==> config.mk <==
export PLATFORM = sky130hd
export DESIGN_NAME = split_decade_counter
export DESIGN_NICKNAME = d
export VERILOG_FILES = /design/src/rtl/sdc_pkg.sv /design/src/rtl/sdc_fall_detect.sv /design/src/rtl/sdc_section.sv /design/src/rtl/split_decade_counter.sv
export SDC_FILE = /design/constraint.sdc
export NUM_CORES = 1
export LEC_CHECK = 0
export ABC_AREA = 1
export BUFFER_PORTS_ARGS = -buffer_cell sky130_fd_sc_hd__buf_2
export CORE_AREA = 2 2 39 41
export DETAILED_ROUTE_END_ITERATION = 16
export DIE_AREA = 0 0 41 43
export GPL_TIMING_DRIVEN = 0
export PLACE_DENSITY = 0.56
export SYNTH_ARGS = -nofsm -noshare
export SYNTH_HDL_FRONTEND = slang
export SYNTH_SLANG_ARGS = --single-unit
export TNS_END_PERCENT = 50
==> constraint.sdc <==
create_clock -name clk -period 1.3 [get_ports clk]
set_input_delay 0.065 -clock clk [delete_from_list [all_inputs] [get_ports clk]]
set_output_delay 0.065 -clock clk [all_outputs]
set_load 0.1 [all_outputs]
==> src/rtl/sdc_pkg.sv <==
package sdc_pkg;
  typedef enum logic [1:0] {
    LINK_SPLIT     = 2'b00,
    LINK_DECADE    = 2'b01,
    LINK_BIQUINARY = 2'b10,
    LINK_SPLIT_ALT = 2'b11
  } link_e;
endpackage

==> src/rtl/sdc_fall_detect.sv <==
module sdc_fall_detect #(
  parameter int N = 2
) (
  input  logic         clk,
  input  logic         rst,
  input  logic [N-1:0] sig_i,
  output logic [N-1:0] prev_o,
  output logic [N-1:0] fall_o
);
  always_ff @(posedge clk) begin
    if (rst) prev_o <= '0;
    else     prev_o <= sig_i;
  end

  assign fall_o = prev_o & ~sig_i;
endmodule

==> src/rtl/sdc_section.sv <==
module sdc_section #(
  parameter int MOD        = 5,
  parameter int PRESET_VAL = 4,
  localparam int W         = (MOD > 1) ? $clog2(MOD) : 1
) (
  input  logic         clk,
  input  logic         rst,
  input  logic         adv_i,
  input  logic         clr_i,
  input  logic         set_i,
  output logic [W-1:0] q_o
);
  localparam logic [W-1:0] LAST = W'(MOD - 1);
  localparam logic [W-1:0] PRE  = W'(PRESET_VAL);

  logic [W-1:0] nxt;

  // Any value at or beyond the last legal one returns to zero.
  assign nxt = (q_o >= LAST) ? '0 : q_o + 1'b1;

  always_ff @(posedge clk) begin
    if (rst)        q_o <= '0;
    else if (set_i) q_o <= PRE;
    else if (clr_i) q_o <= '0;
    else if (adv_i) q_o <= nxt;
  end

  // the section never leaves its legal range.
  always_ff @(posedge clk) begin
    if (!rst) a_r2_in_range: assert (q_o <= LAST);
  end
endmodule

==> src/rtl/split_decade_counter.sv <==
module split_decade_counter #(
  parameter int LO_MOD    = 2,
  parameter int HI_MOD    = 5,
  parameter int LO_PRESET = 1,
  parameter int HI_PRESET = 4,
  localparam int LO_W     = (LO_MOD > 1) ? $clog2(LO_MOD) : 1,
  localparam int HI_W     = (HI_MOD > 1) ? $clog2(HI_MOD) : 1,
  localparam int Q_W      = LO_W + HI_W
) (
  input  logic           clk,
  input  logic           rst,
  input  logic [1:0]     mode,
  input  logic           cnt_a,
  input  logic           cnt_b,
  input  logic           clr_a,
  input  logic           clr_b,
  input  logic           set_a,
  input  logic           set_b,
  output logic [Q_W-1:0] q
);
  import sdc_pkg::*;

  localparam logic [Q_W-1:0] NINE = {HI_W'(HI_PRESET), LO_W'(LO_PRESET)};

  link_e         link;
  logic [1:0]    fall, prev;
  logic          clr_all, set_all;
  logic          adv_lo, adv_hi;
  logic [LO_W-1:0] lo_q;
  logic [HI_W-1:0] hi_q;

  assign link    = link_e'(mode);
  assign clr_all = clr_a & clr_b;
  assign set_all = set_a & set_b;

  sdc_fall_detect #(.N(2)) u_edges (
    .clk(clk), .rst(rst), .sig_i({cnt_b, cnt_a}), .prev_o(prev), .fall_o(fall)
  );

  // Carries come from external edges and current state only, so no loop.
  // The top bit of a section is high exactly when its next step wraps.
  always_comb begin
    case (link)
      LINK_DECADE: begin
        adv_lo = fall[0];
        adv_hi = fall[0] & lo_q[LO_W-1];
      end
      LINK_BIQUINARY: begin
        adv_hi = fall[1];
        adv_lo = fall[1] & hi_q[HI_W-1];
      end
      default: begin
        adv_lo = fall[0];
        adv_hi = fall[1];
      end
    endcase
  end

  sdc_section #(.MOD(LO_MOD), .PRESET_VAL(LO_PRESET)) u_lo (
    .clk(clk), .rst(rst), .adv_i(adv_lo), .clr_i(clr_all), .set_i(set_all), .q_o(lo_q)
  );

  sdc_section #(.MOD(HI_MOD), .PRESET_VAL(HI_PRESET)) u_hi (
    .clk(clk), .rst(rst), .adv_i(adv_hi), .clr_i(clr_all), .set_i(set_all), .q_o(hi_q)
  );

  assign q = {hi_q, lo_q};

  // a full preset gives nine at the next edge.
  a_r8_preset_nine: assert property (@(posedge clk) disable iff (rst)
    set_all |=> (q == NINE));

  // a full clear without preset gives zero.
  a_r6_clear_zero: assert property (@(posedge clk) disable iff (rst)
    (clr_all && !set_all) |=> (q == '0));

  // no edge and no override leaves the state alone.
  a_r3_idle_hold: assert property (@(posedge clk) disable iff (rst)
    (!set_all && !clr_all && (prev & ~{cnt_b, cnt_a}) == 2'b00) |=> $stable(q));

  // nine wraps to zero on a decade step.
  a_r4_decade_wrap: assert property (@(posedge clk) disable iff (rst)
    (link == LINK_DECADE && !set_all && !clr_all && prev[0] && !cnt_a && q == NINE)
    |=> (q == '0));
endmodule

==> summary.md <==
| Metric | Value |
|---|---|
| Status | complete, no violations |
| Post-synth top area share | 0.3127 |
| Clock skew | 1.099 ps |
| Die footprint | 0.001763 mm2 |
| GPL Wtd Cong | 0.7205 |
| Number of diodes | 0 |
| Relative slew margins | 0.6787 |
| Cell taking the most area after synthesis | dfxtp_1 |
| Initial DRT Pass Iterations | 4 |
| Final wirelength | slightly below 800 um |
| Clock Power Share | 0.351 |
| Hold Path Class | input pin to register |
| Worst EP arrival | ~1200 ps |
| Finish-stage setup viols | 0 |
| Post-layout total power | 0.4965 mW |
| Post-route DRC | 0 |
| Antenna violation net count after detailed routing | 0 |
| Crit-path slowest cell | buf_2 |
| # hold bufs at CTS | 0 |
| Top cells by count, synth | inv_1 (14), nand2_1 (11), nand3_1 (10) |
| Synth warnings | 0 |
| CTS buffer count | 3 |
| Mapped Area | 384.1 um2 |
| Pint | 0.3339 mW |
| Clk sinks | 6 |
| Peak Freq | 0.8082 GHz |
| Pwr/cell area | 1002 mW/mm2 |
| Final Max Slew Viols | 0 |
| Clock buffer depth | 2 |
| Post-synth cell types | 15 |
| Share of layout cells above drive strength 1 | 0.3200 |
| Switching part of the total | 0.3276 |
| Flop pwr share | 0.407 |
| Min cycle time layout | 1237 ps |
| H-tree level count | 1 |
| CP Launch Type | register |
| Starting Density | 0.2776 |
| Lkg Pwr | 0.2790 nW |
| Num rows | 14 |
| Leading cell type by number of instances after synthesis | inv_1 |
| Mapped Nets | 71 |
| First-pass GRT wire length | 1.214 mm |
| RSZ-0062 raised after global routing | no |
| Final period util | 0.9517 |
| Finished Layout Cells | 91 |
| Syn Inst Count | 59 |
| Initial antenna violation count | 0 |
| Drt initial violations | 6 |
| DP HPWL | around 640 um |
| Least-Margin Pin Slew | slightly below 500 ps |
| Clock transition at path regs | roughly 40 ps |
| GRT overflow | 0 |
| Setup TNS | 0 ps |
| Via count | between 300 and 400 |
| Total I/O pin count | 14 |
| CTS Root Cell | clkbuf_4 |
| Hold Vio Cnt, Final | 0 |
| Vias in the first global route | 323 |
| Worst Slack Setup Final | 62.74 ps |
| Largest net degree at the start of global routing | 6 |
| Combinational power share | 0.241 |
| Worst setup path class | register to output pin |
| Gates resized, CTS repair | 0 |
| Synth top area cells | dfxtp_1 (31%), inv_1 (14%), nand3_1 (13%) |
| Die Height | 43 um |
| Number of synthesized register bits | 6 |
| Post-CTS Setup Inserts | 0 |
| Reg2Reg Setup Slack | about 300 ps |
| Crit path largest cell delay | approximately 410 ps |
| Worst Path Max Fanout | 5 |
| Avg Synthesized Cell Area | 6.510 um2 |
| Synth-to-Final Area Change | 28.99% |
| Core outline area | 0.001384 mm2 |
| Footprint of the multi-input gates | 203.9 um2 |
| Placed Cells | 88 |
| CP Cell Sequence | buf_4 -> buf_2 |
| Finished Core Util | 0.3580 |
| Max_cap viols | 0 |
| Storage element area | 123.9 um2 |
| Ys async rst share | 0 |
| Clk_lat worst skew | 250 ps |
| Psw | 0.1627 mW |
| CTS tree | built |
| Worst slack at placement | just over 300 ps |
| Fillcell total | 162 |
| Vias per cell | 4.352 |
| Total GRT Usage | 0.1095 |
| Critical Path Sink Type | output pin |
| Die width | 41 um |
| WP data required | 1240 ps |
| Ys flop type | dfxtp_1 |
| Wire per inst | 8.451 um |
| Max VDD drop | slightly above 300 uV |
| Post-synth EDFFs | 0 |
| Port Buffers | 13 |
| Final #Nets | 89 |
| Seq/Total Area, Yosys | 0.3127 |
-- critical path: cells and delay by family, from the launching register on --
family	cells	cell delay, ps
flip-flops	1	390
buffers and inverters	2	540
-- cells by family (layout without fill, tap and decap cells) --
logic type	count (synthesis)	count (layout)	synth area share
AND/OR/NAND/NOR	30	30	0.3779
buffers and inverters	15	31	0.1564
AO/OA/AOI/OAI	6	6	0.08792
flip-flops	6	6	0.3127
adder cells (fa/ha/maj)	2	2	0.06514
-- through the flow --
| stage | hold WS [ps] | area, um2 |
|---|---|---|
| after floorplan | 134.1 | 387.9 |
| after global routing | 31.88 | 495.5 |
| after global placement | 290.7 | 473.0 |
| after detailed placement | 297.7 | 473.0 |
| after CTS | 32.57 | 495.5 |
| final | 42.20 | 495.5 |
-- state kept, by name, summed over array words and instances, names as in the netlist --
register,count
u_lo.q_o,1
u_edges.prev_o,2
u_hi.q_o,3
-- cell usage in the layout (no fill, tap or decap) --
| cell type | instances |
|---|---|
| a21oi_1 | 3 |
| and3_1 | 1 |
| buf_2 | 13 |
| buf_4 | 1 |
| clkbuf_4 | 3 |
| dfxtp_1 | 3 |
| dfxtp_2 | 3 |
| ha_1 | 2 |
| inv_1 | 14 |
| nand2_1 | 11 |
| nand2_2 | 1 |
| nand2_4 | 1 |
| nand3_1 | 10 |
| nor2_1 | 5 |
| nor2_4 | 1 |
| o21ai_0 | 1 |
| o21ai_1 | 1 |
| o21ai_2 | 1 |
-- power groups by stage --
stage               sequential [mW]  combinational (mW)  clock [mW]
finish                        0.202               0.120       0.174
global route                  0.203               0.131       0.192
detailed placement            0.206               0.121           0
global placement              0.206               0.119           0
CTS                           0.202               0.121       0.186
floorplan                     0.223              0.0713           0
-- area by class of cell --
class | count | share of cell area
buffer | 1 | 0.01515
clock buffer | 3 | 0.04545
inverter | 14 | 0.1061
multi-input combinational | 38 | 0.4116
sequential | 6 | 0.2500
tap | 16 | 0.04040
timing repair buffer | 13 | 0.1313
-- path summary, 6_finish.rpt --
check,startpoint,to,cells after the start
max,u_lo.q_o$_SDFFE_PP0P_,q[0],2
min,rst,u_lo.q_o$_SDFFE_PP0P_,2
max reg2reg,u_hi.q_o[0]$_SDFFE_PP0P_,u_hi.q_o[2]$_SDFFE_PP0P_,6
min reg2reg,u_hi.q_o[0]$_SDFFE_PP0P_,u_hi.q_o[0]$_SDFFE_PP0P_,2
-- metal layers --
metal	vias to the layer above	routed length, um	track usage
met5	-	0	0
met4	0	44	0.1200
li1	211	-	-
met3	5	50	0.03141
met2	17	306	0.1500
met1	163	368	0.1194
(Power assumes the default switching activity.)
